--- src/rtl/rpt_pkg.sv ---
package rpt_pkg;

  typedef enum logic [3:0] {
    SEG_HEAD, SEG_PRE, SEG_IDX, SEG_TLAB, SEG_TVAL,
    SEG_DLAB, SEG_DVAL, SEG_EOL, SEG_TAIL
  } seg_e;

  localparam logic [7:0] CH_LF   = 8'h0A;
  localparam logic [7:0] CH_ZERO = 8'h30;
  localparam int         TXT_MAX = 6;

  // decimal digits needed for the largest unsigned value of w bits
  function automatic int dec_digits(input int w);
    longint unsigned m;
    int n;
    m = (64'd1 << w) - 64'd1;
    n = 1;
    m = m / 10;
    while (m != 0) begin
      n = n + 1;
      m = m / 10;
    end
    return n;
  endfunction

  function automatic seg_e seg_after(input seg_e s);
    case (s)
      SEG_HEAD: return SEG_PRE;
      SEG_PRE:  return SEG_IDX;
      SEG_IDX:  return SEG_TLAB;
      SEG_TLAB: return SEG_TVAL;
      SEG_TVAL: return SEG_DLAB;
      SEG_DLAB: return SEG_DVAL;
      SEG_DVAL: return SEG_EOL;
      default:  return SEG_TAIL;
    endcase
  endfunction

  function automatic logic seg_numeric(input seg_e s);
    return (s == SEG_IDX) || (s == SEG_TVAL) || (s == SEG_DVAL);
  endfunction

endpackage

--- src/rtl/rpt_bcd.sv ---
module rpt_bcd #(
  parameter int W  = 16,
  parameter int ND = 5,
  parameter int PW = 3
) (
  input  logic [W-1:0]    bin,
  output logic [4*ND-1:0] bcd,
  output logic [PW-1:0]   msd
);
  localparam int SW = W + 4*ND;

  logic [SW-1:0] sh;

  // shift-and-add-three conversion, fully combinational
  always_comb begin
    sh = '0;
    sh[W-1:0] = bin;
    for (int i = 0; i < W; i++) begin
      for (int d = 0; d < ND; d++) begin
        if (sh[W+4*d +: 4] > 4'd4)
          sh[W+4*d +: 4] = sh[W+4*d +: 4] + 4'd3;
      end
      sh = sh << 1;
    end
  end

  assign bcd = sh[W +: 4*ND];

  // position of the most significant non-zero digit (0 for a zero value)
  always_comb begin
    msd = '0;
    for (int d = 0; d < ND; d++) begin
      if (bcd[4*d +: 4] != 4'd0) msd = PW'(d);
    end
  end

endmodule

--- src/rtl/rpt_text.sv ---
module rpt_text
  import rpt_pkg::*;
#(
  parameter int NDI = 3,
  parameter int NDV = 5,
  parameter int PW  = 3
) (
  input  seg_e             seg,
  input  logic [PW-1:0]    pos,
  input  logic [4*NDI-1:0] idx_bcd,
  input  logic [4*NDV-1:0] tal_bcd,
  input  logic [4*NDV-1:0] dev_bcd,
  output logic [7:0]       chr,
  output logic             seg_end
);
  localparam logic [8*TXT_MAX-1:0] TXT_HEAD = "BEGIN\n";
  localparam logic [8*TXT_MAX-1:0] TXT_PRE  = " bit ";
  localparam logic [8*TXT_MAX-1:0] TXT_TLAB = " hits=";
  localparam logic [8*TXT_MAX-1:0] TXT_DLAB = " skew=";
  localparam logic [8*TXT_MAX-1:0] TXT_TAIL = "END\n";

  function automatic logic [7:0] str_char(input logic [8*TXT_MAX-1:0] s,
                                          input int len,
                                          input logic [PW-1:0] p);
    int k;
    k = len - 1 - int'(p);
    if (k < 0) return 8'h3F;
    return s[8*k +: 8];
  endfunction

  function automatic logic [7:0] dig_char(input logic [3:0] d);
    return CH_ZERO + {4'h0, d};
  endfunction

  always_comb begin
    chr     = CH_LF;
    seg_end = 1'b1;
    case (seg)
      SEG_HEAD: begin chr = str_char(TXT_HEAD, 6, pos); seg_end = (pos == PW'(5)); end
      SEG_PRE:  begin chr = str_char(TXT_PRE,  5, pos); seg_end = (pos == PW'(4)); end
      SEG_TLAB: begin chr = str_char(TXT_TLAB, 6, pos); seg_end = (pos == PW'(5)); end
      SEG_DLAB: begin chr = str_char(TXT_DLAB, 6, pos); seg_end = (pos == PW'(5)); end
      SEG_TAIL: begin chr = str_char(TXT_TAIL, 4, pos); seg_end = (pos == PW'(3)); end
      SEG_IDX:  begin chr = dig_char(idx_bcd[4*pos +: 4]); seg_end = (pos == '0); end
      SEG_TVAL: begin chr = dig_char(tal_bcd[4*pos +: 4]); seg_end = (pos == '0); end
      SEG_DVAL: begin chr = dig_char(dev_bcd[4*pos +: 4]); seg_end = (pos == '0); end
      default:  begin chr = CH_LF; seg_end = 1'b1; end
    endcase
  end

endmodule

--- src/rtl/rpt_reporter.sv ---
module rpt_reporter
  import rpt_pkg::*;
#(
  parameter int IDX_W = 8,
  parameter int VAL_W = 16
) (
  input  logic             clk,
  input  logic             rst_n,
  input  logic             rec_valid,
  output logic             rec_ready,
  input  logic [IDX_W-1:0] rec_index,
  input  logic [VAL_W-1:0] rec_tally,
  input  logic [VAL_W-1:0] rec_dev,
  input  logic             rec_last,
  output logic             tx_valid,
  input  logic             tx_ready,
  output logic [7:0]       tx_data
);
  localparam int ND_I   = dec_digits(IDX_W);
  localparam int ND_V   = dec_digits(VAL_W);
  localparam int MAX_DV = (ND_V > ND_I) ? ND_V : ND_I;
  localparam int MAXLEN = (MAX_DV > TXT_MAX) ? MAX_DV : TXT_MAX;
  localparam int PW     = $clog2(MAXLEN);

  // reset synchronizer: asynchronous assertion, synchronous release
  logic [1:0] rs_q;
  logic       rst_i_n;
  always_ff @(posedge clk or negedge rst_n) begin
    if (!rst_n) rs_q <= 2'b00;
    else        rs_q <= {rs_q[0], 1'b1};
  end
  assign rst_i_n = rs_q[1];

  logic             busy_q, busy_n;
  logic             hdr_q, hdr_n;
  logic             last_q, last_n;
  seg_e             seg_q, seg_n, seg_nx;
  logic [PW-1:0]    pos_q, pos_n;
  logic [IDX_W-1:0] idx_q;
  logic [VAL_W-1:0] tal_q, dev_q;

  logic [4*ND_I-1:0] idx_bcd;
  logic [4*ND_V-1:0] tal_bcd, dev_bcd;
  logic [PW-1:0]     idx_msd, tal_msd, dev_msd;
  logic [7:0]        chr;
  logic              seg_end;
  logic              ld, adv, en;

  rpt_bcd #(.W(IDX_W), .ND(ND_I), .PW(PW)) u_bcd_idx (.bin(idx_q), .bcd(idx_bcd), .msd(idx_msd));
  rpt_bcd #(.W(VAL_W), .ND(ND_V), .PW(PW)) u_bcd_tal (.bin(tal_q), .bcd(tal_bcd), .msd(tal_msd));
  rpt_bcd #(.W(VAL_W), .ND(ND_V), .PW(PW)) u_bcd_dev (.bin(dev_q), .bcd(dev_bcd), .msd(dev_msd));

  rpt_text #(.NDI(ND_I), .NDV(ND_V), .PW(PW)) u_text (
    .seg(seg_q), .pos(pos_q), .idx_bcd(idx_bcd), .tal_bcd(tal_bcd),
    .dev_bcd(dev_bcd), .chr(chr), .seg_end(seg_end)
  );

  assign ld  = !busy_q && rec_valid;
  assign adv = busy_q && tx_ready;
  assign en  = ld || adv;

  // next-state logic
  always_comb begin
    busy_n = busy_q;
    hdr_n  = hdr_q;
    last_n = last_q;
    seg_n  = seg_q;
    pos_n  = pos_q;
    seg_nx = seg_after(seg_q);
    if (ld) begin
      busy_n = 1'b1;
      hdr_n  = 1'b0;
      last_n = rec_last;
      seg_n  = hdr_q ? SEG_HEAD : SEG_PRE;
      pos_n  = '0;
    end else if (adv) begin
      if (!seg_end) begin
        pos_n = seg_numeric(seg_q) ? (pos_q - PW'(1)) : (pos_q + PW'(1));
      end else if (seg_q == SEG_EOL) begin
        if (last_q) begin
          seg_n = SEG_TAIL;
          pos_n = '0;
        end else begin
          busy_n = 1'b0;
        end
      end else if (seg_q == SEG_TAIL) begin
        busy_n = 1'b0;
        hdr_n  = 1'b1;
      end else begin
        seg_n = seg_nx;
        case (seg_nx)
          SEG_IDX:  pos_n = idx_msd;
          SEG_TVAL: pos_n = tal_msd;
          SEG_DVAL: pos_n = dev_msd;
          default:  pos_n = '0;
        endcase
      end
    end
  end

  // state registers with explicit enable
  always_ff @(posedge clk or negedge rst_i_n) begin
    if (!rst_i_n) begin
      busy_q <= 1'b0;
      hdr_q  <= 1'b1;
      last_q <= 1'b0;
      seg_q  <= SEG_HEAD;
      pos_q  <= '0;
    end else if (en) begin
      busy_q <= busy_n;
      hdr_q  <= hdr_n;
      last_q <= last_n;
      seg_q  <= seg_n;
      pos_q  <= pos_n;
    end
  end

  // record field capture
  always_ff @(posedge clk or negedge rst_i_n) begin
    if (!rst_i_n) begin
      idx_q <= '0;
      tal_q <= '0;
      dev_q <= '0;
    end else if (ld) begin
      idx_q <= rec_index;
      tal_q <= rec_tally;
      dev_q <= rec_dev;
    end
  end

  assign rec_ready = !busy_q;
  assign tx_valid  = busy_q;
  assign tx_data   = chr;

endmodule

--- config.mk ---
export PLATFORM = sky130hd
export DESIGN_NAME = rpt_reporter
export DESIGN_NICKNAME = d
export VERILOG_FILES = /design/src/rtl/rpt_pkg.sv /design/src/rtl/rpt_bcd.sv /design/src/rtl/rpt_text.sv /design/src/rtl/rpt_reporter.sv
export SDC_FILE = /design/constraint.sdc
export NUM_CORES = 1
export LEC_CHECK = 0
export BUFFER_PORTS_ARGS = -buffer_cell sky130_fd_sc_hd__buf_2
export CORE_MARGIN = 4
export CORE_UTILIZATION = 35
export CTS_CLUSTER_DIAMETER = 200
export CTS_CLUSTER_SIZE = 24
export DETAILED_ROUTE_END_ITERATION = 8
export HOLD_SLACK_MARGIN = 0.03
export SLEW_MARGIN = 20
export SYNTH_ARGS = -nofsm -noshare
export SYNTH_HDL_FRONTEND = slang
export SYNTH_SLANG_ARGS = --single-unit
--- constraint.sdc ---
create_clock -name clk -period 11.8 [get_ports clk]
set_input_delay 2.36 -clock clk [delete_from_list [all_inputs] [get_ports clk]]
set_output_delay 2.36 -clock clk [all_outputs]
set_load 0.02 [all_outputs]
* Word-level counts from Yosys, hierarchy flattened *
Cells that the tools add are included.

storage, ports and cells
  memories kept = 0
  input bits = 45
  bits in writable memories = 0
  bits in latches = 0
  logic and storage cells = 576
  register bits = 52
  memory bits (read-only) = 0
  output and inout bits = 10

cells by class
  $add $sub $neg = 156
  eq/ne operators = 20
  order comparisons = 151
  reductions and logical operators = 29
  mux-type cells = 203
  bitwise logic cells = 0
  multiply operators = 0
  shifts and indexed selects = 8
  div/mod/pow operators = 0

operators by type and width
  cell                                                           count
  greater-than comparator 4 x 3 -> 1 bit, second input constant  135
  2-to-1 mux 4 bit                                               122
  adder 4 x 2 -> 4 bit, second input constant                    111
  indexed part select 48 x 7 -> 8 bit, first input constant      3
  2-to-1 mux 3 bit                                               41
  indexed part select 48 x 32 -> 8 bit, first input constant     2
  adder 3 x 2 -> 3 bit, second input constant                    24
  less-than comparator 32 x 1 -> 1 bit, second input constant    2
  2-to-1 mux 8 bit                                               8
  one-hot mux 8 bit (8 select lines)                             1
  nonzero test 4 bit                                             10
  indexed part select 20 x 6 -> 4 bit                            2
  one-hot mux 4 bit (7 select lines)                             1
  adder 1 x 2 -> 3 bit, second input constant                    8
  equality test 4 x 3 -> 1 bit, second input constant            6
  greater-than comparator 1 x 3 -> 1 bit, second input constant  8
  2-to-1 mux 1 bit                                               23
  adder 6 x 4 -> 7 bit, first input constant                     3
  adder 1 x 2 -> 3 bit, both inputs constant                     5
  greater-than comparator 1 x 3 -> 1 bit, both inputs constant   5
  AND reduction 5 bit                                            3
  equality test 4 x 2 -> 1 bit, second input constant            3
  indexed part select 12 x 6 -> 4 bit                            1
  2-to-1 mux 2 bit                                               5
  other kinds (24)                                               35

* Longest topological paths before layout *
  depth after elaboration = 41
  gate-level depth with buffers = 54
  gate-level depth less buffers = 51

* By module *
A second synthesis with hierarchy kept.

unflattened totals
  cell total of the unflattened synthesis = 2320
  area total of the unflattened synthesis = 16047.9 µm²

modules (own cells, without submodules)
  module                area each (µm²)  sequential area each (µm²)  times used  cells an instance
  rpt_bcd at u_bcd_dev  6163.4           0.0                         1           918
  rpt_bcd at u_bcd_tal  5437.7           0.0                         1           837
  rpt_reporter          2274.7           1302.5                      1           253
  rpt_text              1257.5           0.0                         1           187
  rpt_bcd at u_bcd_idx  914.6            0.0                         1           125

* Least setup slack after synthesis *
No wires, ideal clock.

  kind = reg2out
  start point = register tal_q[13]
  end point = output port tx_data[1]
  setup slack = -190 ps
  stages on the path, launching flop included = 47
  required time = 9440 ps
  arrival = 9630 ps
  buffers on the path = 4
  cell sequence = dfrtp_1 buf_4 clkinv_1 ha_1 inv_1 ha_1 buf_6 and2b_4 buf_6 o2111ai_1 o311ai_0 a211o_1 ha_1 inv_1 ha_1 mux2_2 clkbuf_1 nand2_1 [11 not listed] inv_1 ha_1 o21ai_2 xor2_1 ha_1 nor2_1 or3_1 o211ai_2 mux2_2 a21oi_1 mux2_2 ha_1 o2111ai_1 o221ai_1 xnor2_1 a221oi_1 nor2_1 o41ai_2

on the way
  longest elaborated chain between the ends = 29
  elaborated cells on any way between the ends = 168
  classes of those cells = 56 x add/sub; 55 x order compare; 1 x shift; 56 x mux

ends and longest elaborated chain
  item                                                                            line                          RTL
  from (decl)                                                                     rpt_reporter.sv:40            logic [VAL_W-1:0] tal_q, dev_q;
  from (signal assigned)                                                          rpt_reporter.sv:126           tal_q <= rec_tally;
  adder 4 x 2 -> 4 bit or greater-than comparator 4 x 3 -> 1 bit (tied branches)  rpt_bcd.sv:21, rpt_bcd.sv:20
  2-to-1 mux 4 bit (*)                                                            rpt_bcd.sv:20                 if (sh[W+4*d +: 4] > 4'd4)
  adder 4 x 2 -> 4 bit or greater-than comparator 4 x 3 -> 1 bit (tied branches)  rpt_bcd.sv:21, rpt_bcd.sv:20
  2-to-1 mux 4 bit                                                                rpt_bcd.sv:20
  adder 4 x 2 -> 4 bit or greater-than comparator 4 x 3 -> 1 bit (tied branches)  rpt_bcd.sv:21, rpt_bcd.sv:20
  2-to-1 mux 4 bit                                                                rpt_bcd.sv:20
  adder 4 x 2 -> 4 bit or greater-than comparator 4 x 3 -> 1 bit (tied branches)  rpt_bcd.sv:21, rpt_bcd.sv:20
  2-to-1 mux 4 bit                                                                rpt_bcd.sv:20
  [13 not listed]                                                                 -
  2-to-1 mux 4 bit or 2-to-1 mux 3 bit (tied branches)                            rpt_bcd.sv:20
  adder 4 x 2 -> 4 bit (tied with other cells)                                    rpt_bcd.sv:21                 sh[W+4*d +: 4] = sh[W+4*d +: 4] + 4'd3;
  2-to-1 mux 4 bit or 2-to-1 mux 3 bit (tied branches)                            rpt_bcd.sv:20
  adder 4 x 2 -> 4 bit (tied with other cells)                                    rpt_bcd.sv:21
  2-to-1 mux 4 bit or 2-to-1 mux 3 bit (tied branches)                            rpt_bcd.sv:20
  indexed part select 20 x 6 -> 4 bit (*)                                         rpt_text.sv:45                SEG_TVAL: begin chr = dig_char(tal_bcd[4*pos +: 4]); seg_end = (pos == '0); end
  adder 6 x 4 -> 7 bit (*)                                                        rpt_text.sv:32                return CH_ZERO + {4'h0, d};
  one-hot mux 8 bit (8 select lines) (*)                                          rpt_text.sv:38                case (seg)
  to (decl)                                                                       rpt_reporter.sv:17            output logic [7:0] tx_data

Mark *: on every way between the ends. The rest lies on a longest branch, timed or not.

* Final worst setup path *
  start point = register dev_q[14]
  end point = output port tx_data[0]

on the way
  longest elaborated chain between the ends = 31
  elaborated cells on any way between the ends = 153
  classes of those cells = 51 x add/sub; 50 x order compare; 1 x shift; 51 x mux

ends and longest elaborated chain
  item                                                                            line                          RTL
  from (decl)                                                                     rpt_reporter.sv:40
  from (signal assigned)                                                          rpt_reporter.sv:127           dev_q <= rec_dev;
  adder 4 x 2 -> 4 bit or greater-than comparator 4 x 3 -> 1 bit (tied branches)  rpt_bcd.sv:21, rpt_bcd.sv:20
  2-to-1 mux 4 bit (*)                                                            rpt_bcd.sv:20
  adder 4 x 2 -> 4 bit or greater-than comparator 4 x 3 -> 1 bit (tied branches)  rpt_bcd.sv:21, rpt_bcd.sv:20
  2-to-1 mux 4 bit                                                                rpt_bcd.sv:20
  adder 4 x 2 -> 4 bit or greater-than comparator 4 x 3 -> 1 bit (tied branches)  rpt_bcd.sv:21, rpt_bcd.sv:20
  2-to-1 mux 4 bit                                                                rpt_bcd.sv:20
  adder 4 x 2 -> 4 bit or greater-than comparator 4 x 3 -> 1 bit (tied branches)  rpt_bcd.sv:21, rpt_bcd.sv:20
  2-to-1 mux 4 bit                                                                rpt_bcd.sv:20
  [15 not listed]                                                                 -
  2-to-1 mux 4 bit                                                                rpt_bcd.sv:20
  adder 4 x 2 -> 4 bit or greater-than comparator 4 x 3 -> 1 bit (tied branches)  rpt_bcd.sv:21, rpt_bcd.sv:20
  2-to-1 mux 4 bit                                                                rpt_bcd.sv:20
  adder 4 x 2 -> 4 bit or greater-than comparator 4 x 3 -> 1 bit (tied branches)  rpt_bcd.sv:21, rpt_bcd.sv:20
  2-to-1 mux 4 bit                                                                rpt_bcd.sv:20
  indexed part select 20 x 6 -> 4 bit (*)                                         rpt_text.sv:46                SEG_DVAL: begin chr = dig_char(dev_bcd[4*pos +: 4]); seg_end = (pos == '0); end
  adder 6 x 4 -> 7 bit (*)                                                        rpt_text.sv:32
  one-hot mux 8 bit (8 select lines) (*)                                          rpt_text.sv:38

Marked as above.

==> out/metrics.cfg <==
[routing]
routed_wl_um=50400
ant_nets=0
drt_first_pass_iters=6
num_vias=17500
wl_met2_um=24300
drc=0
post_drt_wl_per_cell_um=17.5
vias_per_cell=6.06
routed.top_layer=met5
dr_wl_met3_um=2400
wl_met1_um=22400
drt-initial-drc-count=1542

[finish]
regArea_um2=1300
final_layout_size_suffix_gt1_frac=0.329
fin_nets=2502
fillers=4095
syn_to_final_growth_pct=29.6
multi_input_area_um2=14200
n_antenna_cell=0

[synthesis]
synth_cells=2101
synth-compound-area-share=0.367
yosys_warnings=0
synth_top_family_by_area=compound AO/OA/AOI/OAI gates
synth_xor_area_frac=0.0513
syn_nets=2257
synth_mux_area_frac=0.0710
syn_area_um2=15000
ys_types=134
syn_avg_cell_area_um2=7.14
async_reset_ff_frac=1.00
synth_edf_count=0
synth_fa_ha_area_frac=0.0951
synth_seq_cells=52
synth_ff_type=dfrtp_1
synth_simple_gate_area_share=0.256
yosysSeqAreaShare=0.0868

[sta]
setup_tns_ns=0
finalHoldViolations=0
layout_setup_ws_ns=0.196
fin_skew_ns=0.0186
worstMarginPinSlew_ns=1.05
slew_violations=0
period_share=0.983
slew_headroom=0.301
post-route-min-period_ns=11.60
setup_viol=0
fmax_mhz=86.2
rsz0062_at_grt=true

[clock_tree]
clkLatencyLatePin_ns=0.33
ctsLongestPathBuffers=2
cts_tree=built
root_buffer=clkbuf_16
cts_max_level=2
clkTransAtPathRegs_ns=0.10
clock-sinks=52
cts_buffers=5

[die]
start_util=0.356
ios=55
num_rows=75
core_region_area_um2=42100
dieArea_um2=46200
die_h_um=215
die_w_um=215

[worst_setup_path]
max_stage_delay_ns=0.39
worstSetupStartpointType=register
crit_path_end=tx_data[0]
crit_path_max_fanout=8
crit_start=dev_q[14]$_DFFE_PN0P_
ff2ff_setup_slack_ns=2.62
crit_top_cell=buf_4
worst_ep_arrival_time_ns=9.24
crit-reg2reg-launch=dev_q[14]$_DFFE_PN0P_
crit_type=reg -> out
endpoint_kind=output port
worst_r2r_path_depth=48
required_ns=9.44
cp_slowest_cell=dfrtp_1
rr_endpoint=pos_q[0]$_DFFE_PN0P_

[flow_run]
max-cap-violations=0

[global_route]
grt_usage=0.197
antenna_found_initial=2
grt_overflow_total=0
grt_first_pass_wirelength_um=79800
grt_max_degree=77
grt_pass1_vias=16200

[hold_path]
holdCritStartpoint=rs_q[0]$_DFF_PN0_
hold_class=reg -> reg

[placed_design]
pre_cts_ws_ns=-0.208
io_buffers=53
gp_congestion=0.951
hpwl_um=36200

[run_status]
status=finished clean

==> kinds of logic (layout without fill, tap and decap cells) <==
family | Yosys count | after routing
compound gates | 739 | 740
buf+inv | 238 | 482
other cells | 2 | 2
fa+ha+maj | 114 | 114
mux | 99 | 100
flops | 52 | 52
xor+xnor | 73 | 73
simple gates | 784 | 784
==> layer usage <==
metal / up-vias / global-route usage
li1: 8429 / -
met1: 8362 / 0.264
met2: 603 / 0.338
met3: 91 / 0.0157
met4: 4 / 0.0618
met5: - / 0
==> cell usage after synthesis, types with 18 or more instances <==
cell / instances / share of area
nand2_1: 235 / 0.059
inv_1: 106 / 0.027
nand3_1: 67 / 0.022
a21oi_1: 125 / 0.042
xor2_1: 19 / 0.011
mux2i_1: 56 / 0.037
o211ai_1: 24 / 0.012
a31oi_1: 35 / 0.015
and2_1: 18 / 0.0075
or3_1: 22 / 0.0092
a21o_1: 18 / 0.0090
dfrtp_1: 51 / 0.085
a211oi_1: 32 / 0.016
buf_2: 34 / 0.011
o22ai_1: 18 / 0.0075
mux2_2: 35 / 0.026
nor2_1: 181 / 0.045
xnor2_1: 40 / 0.023
nand2b_1: 37 / 0.015
clkbuf_1: 59 / 0.015
ha_1: 110 / 0.092
o21ai_0: 133 / 0.044
nand4_1: 25 / 0.010
a221oi_1: 19 / 0.011
nor3_1: 80 / 0.027
o2111ai_1: 19 / 0.011
==> through the flow <==
step                      hold WS, ns  instances  cell area, um^2   util
after global placement          0.339       2789            17000  0.403
final                           0.366       2886            19400  0.462
after floorplan                 0.331       2101            15000      -
after detailed placement        0.350       2789            17000  0.403
after global routing            0.372       2886            19400  0.462
after CTS                       0.373       2823            17800  0.422
==> timing repair <==
| item | 4_1_cts | 5_1_grt |
|---|---|---|
| hold buffers | 0 | 0 |
| gates cloned | 0 | 3 |
| setup endpoints to repair | 4 | 4 |
| pin swaps | 38 | 113 |
| resized for setup | 96 | 250 |
| buffers inserted | 26 | 60 |
==> sequential cells by signal, summed over array words and instances (netlist names) <==
name,cells
seg_q,4
hdr_q,1
tx_valid,1
pos_q,3
tal_q,16
rs_q,2
dev_q,16
idx_q,8
last_q,1
==> placed cells by master, fill, tap and decap left out, drive strengths merged, types with 16 or more instances in the layout <==
cell type  synthesis  layout
buf               63     360
nand2            241     241
nor2             184     184
o21ai            155     155
a21oi            134     134
inv              111     113
ha               110     110
nor3              84      84
nand3             68      68
mux2i             60      60
dfrtp             51      51
xnor2             47      47
a31oi             40      40
mux2              39      40
nand2b            38      38
a211oi            37      37
nand4             28      28
o211ai            28      28
a221oi            24      24
or3               23      23
xor2              22      22
and2              21      21
nor4              21      21
o2111ai           20      20
o22ai             20      20
a21o              19      19
o31ai             18      18
o21a              16      16
==> worst min-delay path by stage <==
stage	to	slack, ns	cells after the start
detailed placement	rs_q[1]$_DFF_PN0_	0.35	0
CTS	rs_q[1]$_DFF_PN0_	0.37	0
global placement	rs_q[1]$_DFF_PN0_	0.34	0
finish	rs_q[1]$_DFF_PN0_	0.37	0
global route	rs_q[1]$_DFF_PN0_	0.37	0
floorplan	rs_q[1]$_DFF_PN0_	0.33	0
==> final cells by class <==
type	count	area share
repair buffers	360	0.136
clock buffers	5	0.00643
inverters	114	0.0220
flip-flops and latches	52	0.0670
well taps	539	0.0347
multi-input cells	1813	0.732
clock inverters	3	0.00142
==> worst max-delay path: cells and delay by family (launching register included) <==
family | cells | cell delay (ns)
AND/OR/NAND/NOR | 6 | 0.92
AO/OA/AOI/OAI | 17 | 3.36
XOR/XNOR | 2 | 0.24
adder cells (fa/ha/maj) | 7 | 1.30
flip-flops | 1 | 0.39
multiplexers | 2 | 0.35
buffers and inverters | 18 | 2.34
Power is left out: the tool's default activity adds up to more than one toggle a clock period on the data nets, which glitch-free logic cannot reach.
